==> config.mk <==
export PLATFORM = sky130hd
export DESIGN_NAME = gpio_ctrl
export DESIGN_NICKNAME = d
export VERILOG_FILES = /design/src/rtl/gpio_pkg.sv /design/src/rtl/gpio_sync.sv /design/src/rtl/gpio_detect.sv /design/src/rtl/gpio_bank.sv /design/src/rtl/gpio_ctrl.sv
export SDC_FILE = /design/constraint.sdc
export NUM_CORES = 2
export LEC_CHECK = 0
export BUFFER_PORTS_ARGS = -buffer_cell sky130_fd_sc_hd__buf_2
export CAP_MARGIN = 25
export CORE_MARGIN = 2
export CORE_UTILIZATION = 28
export CTS_CLUSTER_DIAMETER = 50
export DETAILED_ROUTE_END_ITERATION = 16
export PLACE_DENSITY = 0.5
export SLEW_MARGIN = 10
export SYNTH_ARGS = -nofsm -noshare
export SYNTH_HDL_FRONTEND = slang
export SYNTH_SLANG_ARGS = --single-unit
==> constraint.sdc <==
create_clock -name clk_i -period 2.71 [get_ports clk_i]
set_clock_uncertainty 0.1 [all_clocks]
set_input_delay 0.271 -clock clk_i [delete_from_list [all_inputs] [get_ports clk_i]]
set_output_delay 0.271 -clock clk_i [all_outputs]
set_load 0.01 [all_outputs]
==> src/rtl/gpio_pkg.sv <==
package gpio_pkg;
  typedef enum logic [3:0] {
    GRP_DIR  = 4'h0,
    GRP_POL  = 4'h1,
    GRP_DATA = 4'h2,
    GRP_SET  = 4'h3,
    GRP_CLR  = 4'h4,
    GRP_RISE = 4'h5,
    GRP_FALL = 4'h6,
    GRP_HIGH = 4'h7,
    GRP_LOW  = 4'h8,
    GRP_STAT = 4'h9,
    GRP_EDGE = 4'hA
  } grp_e;

  localparam int unsigned GRP_LSB  = 4;
  localparam int unsigned BANK_LSB = 2;
  localparam int unsigned BSEL_W   = 2;
endpackage

==> src/rtl/gpio_sync.sv <==
module gpio_sync #(
  parameter int unsigned W = 32
) (
  input  logic         clk_i,
  input  logic         rst_ni,
  input  logic [W-1:0] d_i,
  output logic [W-1:0] q_o
);
  logic [W-1:0] s1_q, s2_q;

  always_ff @(posedge clk_i or negedge rst_ni) begin
    if (!rst_ni) begin
      s1_q <= '0;
      s2_q <= '0;
    end else begin
      s1_q <= d_i;
      s2_q <= s1_q;
    end
  end

  assign q_o = s2_q;
endmodule

==> src/rtl/gpio_detect.sv <==
module gpio_detect #(
  parameter int unsigned W = 32
) (
  input  logic         clk_i,
  input  logic         rst_ni,
  input  logic [W-1:0] sense_i,
  input  logic [W-1:0] rise_en_i,
  input  logic [W-1:0] fall_en_i,
  input  logic [W-1:0] high_en_i,
  input  logic [W-1:0] low_en_i,
  output logic [W-1:0] evt_o,
  output logic [W-1:0] edge_evt_o
);
  logic [W-1:0] prev_q;

  always_ff @(posedge clk_i or negedge rst_ni) begin
    if (!rst_ni) prev_q <= '0;
    else         prev_q <= sense_i;
  end

  logic [W-1:0] rise, fall, lvl;
  assign rise       = sense_i & ~prev_q & rise_en_i;
  assign fall       = ~sense_i & prev_q & fall_en_i;
  assign lvl        = (sense_i & high_en_i) | (~sense_i & low_en_i);
  assign edge_evt_o = rise | fall;
  assign evt_o      = rise | fall | lvl;
endmodule

==> src/rtl/gpio_bank.sv <==
module gpio_bank
  import gpio_pkg::*;
#(
  parameter int unsigned W = 32
) (
  input  logic         clk_i,
  input  logic         rst_ni,
  input  logic [W-1:0] pin_i,
  input  logic         wr_i,
  input  grp_e         wr_grp_i,
  input  logic [W-1:0] wdata_i,
  input  grp_e         rd_grp_i,
  output logic [W-1:0] rdata_o,
  output logic [W-1:0] gpio_o,
  output logic [W-1:0] gpio_oe_o,
  output logic         pend_o
);
  logic [W-1:0] dir_q, pol_q, out_q;
  logic [W-1:0] rise_q, fall_q, high_q, low_q;
  logic [W-1:0] stat_q, edge_q;
  logic [W-1:0] sync, sense, evt, edge_evt, clr;

  gpio_sync #(.W(W)) u_sync (
    .clk_i (clk_i),
    .rst_ni(rst_ni),
    .d_i   (pin_i),
    .q_o   (sync)
  );

  assign sense = sync ^ pol_q;

  gpio_detect #(.W(W)) u_det (
    .clk_i     (clk_i),
    .rst_ni    (rst_ni),
    .sense_i   (sense),
    .rise_en_i (rise_q),
    .fall_en_i (fall_q),
    .high_en_i (high_q),
    .low_en_i  (low_q),
    .evt_o     (evt),
    .edge_evt_o(edge_evt)
  );

  always_ff @(posedge clk_i or negedge rst_ni) begin
    if (!rst_ni) begin
      dir_q  <= '0;
      pol_q  <= '0;
      out_q  <= '0;
      rise_q <= '0;
      fall_q <= '0;
      high_q <= '0;
      low_q  <= '0;
    end else if (wr_i) begin
      unique case (wr_grp_i)
        GRP_DIR:  dir_q  <= wdata_i;
        GRP_POL:  pol_q  <= wdata_i;
        GRP_DATA: out_q  <= wdata_i;
        GRP_SET:  out_q  <= out_q | wdata_i;
        GRP_CLR:  out_q  <= out_q & ~wdata_i;
        GRP_RISE: rise_q <= wdata_i;
        GRP_FALL: fall_q <= wdata_i;
        GRP_HIGH: high_q <= wdata_i;
        GRP_LOW:  low_q  <= wdata_i;
        default: ;
      endcase
    end
  end

  // write-one-to-clear; a same-cycle event keeps the bit
  assign clr = (wr_i && wr_grp_i == GRP_STAT) ? wdata_i : '0;

  always_ff @(posedge clk_i or negedge rst_ni) begin
    if (!rst_ni) begin
      stat_q <= '0;
      edge_q <= '0;
    end else begin
      stat_q <= (stat_q & ~clr) | evt;
      edge_q <= (edge_q & ~(clr | (evt & ~edge_evt))) | edge_evt;
    end
  end

  always_comb begin
    unique case (rd_grp_i)
      GRP_DIR:  rdata_o = dir_q;
      GRP_POL:  rdata_o = pol_q;
      GRP_DATA: rdata_o = (dir_q & out_q) | (~dir_q & sense);
      GRP_RISE: rdata_o = rise_q;
      GRP_FALL: rdata_o = fall_q;
      GRP_HIGH: rdata_o = high_q;
      GRP_LOW:  rdata_o = low_q;
      GRP_STAT: rdata_o = stat_q;
      GRP_EDGE: rdata_o = edge_q;
      default:  rdata_o = '0;
    endcase
  end

  assign gpio_o    = out_q;
  assign gpio_oe_o = dir_q;
  assign pend_o    = |stat_q;
endmodule

==> src/rtl/gpio_ctrl.sv <==
module gpio_ctrl
  import gpio_pkg::*;
#(
  parameter int unsigned NBANK  = 3,
  parameter int unsigned BANK_W = 32,
  parameter int unsigned ADDR_W = 8
) (
  input  logic                    clk_i,
  input  logic                    rst_ni,
  input  logic [ADDR_W-1:0]       addr_i,
  input  logic                    we_i,
  input  logic [BANK_W-1:0]       wdata_i,
  output logic [BANK_W-1:0]       rdata_o,
  input  logic [NBANK*BANK_W-1:0] pin_i,
  output logic [NBANK*BANK_W-1:0] gpio_o,
  output logic [NBANK*BANK_W-1:0] gpio_oe_o,
  output logic                    irq_o
);
  localparam int unsigned NPIN = NBANK * BANK_W;

  grp_e              grp;
  logic [BSEL_W-1:0] bsel;
  logic              hi_zero;
  logic [BANK_W-1:0] bank_rd [NBANK];
  logic [NBANK-1:0]  pend;

  assign grp  = grp_e'(addr_i[GRP_LSB +: 4]);
  assign bsel = addr_i[BANK_LSB +: BSEL_W];

  generate
    if (ADDR_W > 8) begin : g_hi
      assign hi_zero = (addr_i[ADDR_W-1:8] == '0);
    end else begin : g_nohi
      assign hi_zero = 1'b1;
    end
  endgenerate

  for (genvar b = 0; b < NBANK; b++) begin : g_bank
    logic sel;
    assign sel = hi_zero && (bsel == BSEL_W'(b));

    gpio_bank #(.W(BANK_W)) u_bank (
      .clk_i    (clk_i),
      .rst_ni   (rst_ni),
      .pin_i    (pin_i[b*BANK_W +: BANK_W]),
      .wr_i     (we_i && sel),
      .wr_grp_i (grp),
      .wdata_i  (wdata_i),
      .rd_grp_i (grp),
      .rdata_o  (bank_rd[b]),
      .gpio_o   (gpio_o[b*BANK_W +: BANK_W]),
      .gpio_oe_o(gpio_oe_o[b*BANK_W +: BANK_W]),
      .pend_o   (pend[b])
    );
  end

  always_comb begin
    rdata_o = '0;
    for (int b = 0; b < NBANK; b++) begin
      if (hi_zero && bsel == BSEL_W'(b)) rdata_o = bank_rd[b];
    end
  end

  assign irq_o = |pend;

  logic unused_npin;
  assign unused_npin = (NPIN == 0);
endmodule

; Word level (Yosys, flattened, before mapping)
; Index checks and enable logic that the tools add are counted.
[word_totals]
out_inout_bits = 225
wordCells = 173
input_bits = 139
reg_bits = 1152
[op_classes]
n_eq_ne = 12
n_bitwise = 82
reduce_logical = 31
mux = 12
[ops]
columns = cell, n
row1 = $and A32 B32 Y32, 36
row2 = $pmux W32 S9, 3
row3 = $or A32 B32 Y32, 24
row4 = $not A32 Y32, 19
row5 = $pmux W32 S3, 3
row6 = $mux W32, 6
row7 = $reduce_or A96 Y1, 1
row8 = $xor A32 B32 Y32, 3
row9 = $reduce_and A2 Y1, 21
row10 = $eq A4 B3 Y1 const B, 4
row11 = $eq A4 B4 Y1 const B, 3
row12 = $eq A4 B2 Y1 const B, 2
row13 = $logic_and A1 B1 Y1, 6
row14 = $eq A4 B1 Y1 const B, 1
row15 = $logic_not A4 Y1, 1
row16 = $reduce_bool A3 Y1, 1
row17 = $eq A2 B1 Y1 const B, 1
row18 = $eq A2 B2 Y1 const B, 1
row19 = $logic_not A2 Y1, 1

; Depth between registers and ports, before layout
[depth]
depth_word = 11
ltp_mapped = 9
mapped_depth_nobuf = 6

; Cells and area by module
; From an unflattened synthesis, not the netlist that was laid out.
[hier_totals]
hier_cells = 4338
area_unflattened_um2 = 53722.8
[modules_own_cells]
columns = module, area_per_inst_um2, seq_area_each_um2, cells_each, instances
row1 = gpio_bank, 13735.7, 7206.9, 1100, 3
row2 = gpio_detect, 2318.5, 800.8, 255, 3
row3 = gpio_sync, 1601.5, 1601.5, 64, 3
row4 = gpio_ctrl, 755.7, 0.0, 81, 1

; Worst setup path after synthesis
; OpenSTA, ideal clock, no wires.
[synth_path]
path_type = input to output
start = input port addr_i[6]
end = output port rdata_o[30]
n_path_buf = 4
required_time_ns = 2.339
path_slack_ns = 0.181
stages = 8
t_arrival_ns = 2.158
path_cell_list = buf_4 -> buf_4 -> buf_4 -> nor3b_2 -> buf_4 -> a221oi_1 -> o211a_1 -> a2111oi_0
[synth_between]
elab_chain_len = 5
elab_cells_between_ends = 15
classes_between = 8 x eq/ne / 6 x mux / 1 x reduce/logical
[synth_lines]
columns = element, line_no
row1 = from (decl), gpio_ctrl.sv:10  ; input logic [ADDR_W-1:0] addr_i,
row2 = "$eq A4 B4 Y1, or another cell as far along", gpio_bank.sv:83  ; unique case (rd_grp_i)
row3 = $pmux W32 S9, gpio_bank.sv:83
row4 = $mux W32 (2 in a row), gpio_ctrl.sv:60  ; if (hi_zero && bsel == BSEL_W'(b)) rdata_o = bank_rd[b];
row5 = $mux W32 *, gpio_ctrl.sv:60
row6 = to (decl), gpio_ctrl.sv:13  ; output logic [BANK_W-1:0] rdata_o,
; Mark *: on every way between the ends. The rest lies on a longest branch, timed or not.

; Final worst setup path
[layout_path]
start = register g_bank[1].u_bank.stat_q[24]
end = output port irq_o
[layout_between]
elab_chain_len = 1
[layout_lines]
columns = element, line_no
row1 = from (decl), gpio_bank.sv:20  ; logic [W-1:0] stat_q, edge_q;
row2 = from (signal assigned), gpio_bank.sv:77  ; stat_q <= (stat_q & ~clr) | evt;
row3 = $reduce_or A96 Y1, gpio_ctrl.sv:64  ; assign irq_o = |pend;
row4 = to (decl), gpio_ctrl.sv:17  ; output logic irq_o
; Every way passes these cells.

==> reports/results.ini <==
[status]
status=finished with violations
violations=setup timing

[critical_path]
cp.arrival_ps=2760
crit_path_end_kind=output port
cp_max_fo=3
crit_required_ps=2340
cp-start-kind=flop
crit_type=flop to output port

[sta]
clock.fmax_ghz=0.3193
fin_setup_tns_ps=-3833
setup_ws_ps=-422.1
worst_slew_margin_rel_pct=50.22
hold_violations=0
worstMarginPinSlew_ps=746.7
fin_crit_sh_pct=115.6
period_minus_slack_ps=3132
drv_slew=0
rsz0062_at_grt=true
setup_viol=31

[layout]
finalNonFillerCells=7663
nets=5315
fin_area_um2=69770
drive_gt1_share_pct=42.71
area.growth.synth_to_final_pct=36.99

[min_path]
hp-class=input pin to flop

[synth]
yosysTopAreaCell=dfrtp_1
synth_top_area_share_pct=56.61
seq_area_frac_synth_pct=56.61
avgSynthCellArea_um2=12.27
ys_seq_elements=1152
synth.area.top_cells=dfrtp_1, mux2_2, nand2_1, a22oi_1, a21oi_1
synth.distinct_cells=67
synth-main-ff-cell=dfrtp_1
ys_top_cells_by_count=dfrtp_1, mux2_2, nand2_1
ys_warn_count=0
yosysMostFrequentCell=dfrtp_1
postSynthNetCount=4290
syn_area_um2=50930
async_flop_share_pct=100.0
synth_edf_count=0
synth_cells=4151

[route]
first_iter_violations=3819
first_pass_iters=8
drc=0
vias_per_cell=5.367
routed-via-count=41129
avgRoutedWirePerCell_um=29.43
wl_um=225500
ant_nets=0

[placed_design]
dpl.cell_count=7061
place.gp.congestion=0.9041
place.port_buffers=361
dpl_cell_area_um2=59640
dp_hpwl_um=160700

[floorplanning]
start_util_pct=28.18
io_pins=364
die_w_um=430.5
core_um2=180700
die-area_um2=185300
rows=156
die_h_um=430.5

[power]
pwr-share-seq_pct=43.7
internal_power_mw=36.20
power_frac_comb_pct=17.8
pwr-share-clk_pct=38.5
switchingPower_mw=15.13
p_sw_share_pct=29.47
cellPowerDensity_nw_per_um2=735.8
p_leak_nw=30.70
ir_drop_uv=624.6

[clock_network]
cts_tree=built
clk_latency_ps=810
numCtsBuffers=143
cts.sinks=1152
cts_root_buf=clkbuf_16
clk_path_buf_depth=3
htreeDepth=4
clk_pin_slew_worst_paths_ps=60

[grt]
grt_start_max_net_pins=75
grt_overflow=0
grt_first_pass_wirelength_um=319600
antenna_found_initial=9
grt_usage_pct=24.02
grt_pass1_vias=41869

[flow_run]
drv_cap=0

registers in the layout, indices dropped and copies added (netlist names):
name                        cells
g_bank.u_bank.gpio_o           96
g_bank.u_bank.stat_q           96
g_bank.u_bank.pol_q            96
g_bank.u_bank.u_det.prev_q     96
g_bank.u_bank.u_sync.s1_q      96
g_bank.u_bank.low_q            96
g_bank.u_bank.edge_q           96
g_bank.u_bank.fall_q           96
g_bank.u_bank.u_sync.q_o       96
g_bank.u_bank.gpio_oe_o        96
g_bank.u_bank.rise_q           96
g_bank.u_bank.high_q           96
final timing paths:
| kind | start | cells past startpoint | end | slack (ps) |
|---|---|---|---|---|
| max | g_bank[1].u_bank.stat_q[24]$_DFF_PN0_ | 7 | irq_o | -420 |
| min | pin_i[62] | 2 | g_bank[1].u_bank.u_sync.s1_q[30]$_DFF_PN0_ | 40 |
| max reg2reg | g_bank[1].u_bank.u_sync.q_o[3]$_DFF_PN0_ | 8 | g_bank[1].u_bank.stat_q[3]$_DFF_PN0_ | 780 |
| min reg2reg | g_bank[1].u_bank.u_sync.s1_q[23]$_DFF_PN0_ | 0 | g_bank[1].u_bank.u_sync.q_o[23]$_DFF_PN0_ | 240 |
| max in group asynchronous | rst_ni | 4 | g_bank[0].u_bank.high_q[1]$_DFFE_PN0P_ | 1720 |
| min in group asynchronous | rst_ni | 3 | g_bank[1].u_bank.u_det.prev_q[29]$_DFF_PN0_ | 110 |
timing repair:
item | 4_1_cts | 5_1_grt
setup buffers | 118 | 47
resized for setup | 311 | 101
hold endpoints to repair | 1431 | 0
hold buffers | 192 | 0
gates cloned | 3 | 2
pin swaps | 165 | 118
endpoints found under the setup margin | 33 | 33
cell families after synthesis:
group	after synthesis	synth area share, %
flops	1152	56.61
buf+inv	329	3.022
xor+xnor	96	1.651
mux	757	16.62
compound gates	1113	15.95
simple gates	704	6.155
layout make-up:
cell class | count | area (um^2)
fillers | 17569 | 111000
flip-flops and latches | 1152 | 28890
multi-input cells | 2670 | 22480
repair buffers | 1204 | 10540
clock buffers | 187 | 3990
well taps | 2370 | 2965
clock inverters | 69 | 863.3
inverters | 5 | 18.77
diodes | 6 | 15.01
placed cells by master, fill, tap and decap left out, types with 25 or more instances in the layout:
master	synthesis	layout
o211ai_1	39	39
nor2_1	116	92
o22ai_1	106	105
clkbuf_16	0	150
dfrtp_1	1152	1101
dfrtp_2	0	51
xor2_2	0	57
buf_2	129	333
buf_6	4	48
xor2_1	95	27
a22o_1	131	131
a21o_1	95	95
buf_4	30	500
a21oi_1	248	225
mux2i_1	50	47
dlygate4sd3_1	0	191
a22oi_1	198	188
nand2b_1	29	27
buf_12	0	118
clkbuf_1	141	25
mux2_2	707	701
a221oi_1	37	31
a211o_1	96	96
nand2_1	431	429
power groups by stage:
stage	Sequential [mW]	Clock (mW)	Combinational, mW
2_1_floorplan	21.9	0	4.27
3_3_place_gp	22.5	0	7.87
3_5_place_dp	22.6	0	7.99
4_1_cts	22.4	20.1	8.95
5_1_grt	22.7	20.9	9.79
6_report	22.4	19.8	9.14
worst max-delay path, stage by stage (launching register included):
cell and delay, ps:
dfrtp_2 440, nor4_4 350, buf_4 200, nand4_1 190
nor4_4 400, buf_4 190, nand2_4 70, buf_6 130
routing by layer:
| layer | vias up | GRT usage (%) | part of all wire [%] |
|---|---|---|---|
| li1 | 17415 | - | - |
| met1 | 21573 | 30.24 | 40 |
| met2 | 1714 | 38.85 | 47 |
| met3 | 425 | 4.097 | 6.4 |
| met4 | 2 | 14.01 | 6.6 |
| met5 | - | 0 | 0.0062 |
per-stage QoR:
step | utilization, % | setup WS, ps | hold slack [ps] | power [mW]
floorplan | - | 181.3 | -124.6 | 26.13
detailed placement | 32.99 | -753.4 | 122.5 | 30.57
CTS | 38.14 | -442.3 | 1.232 | 51.45
global route | 38.60 | -444.7 | 18.73 | 53.41
finish | 38.60 | -422.1 | 37.74 | 51.33
global placement | 32.99 | -1141 | 126.6 | 30.41
No activity file was read; power rests on OpenSTA's default activity.
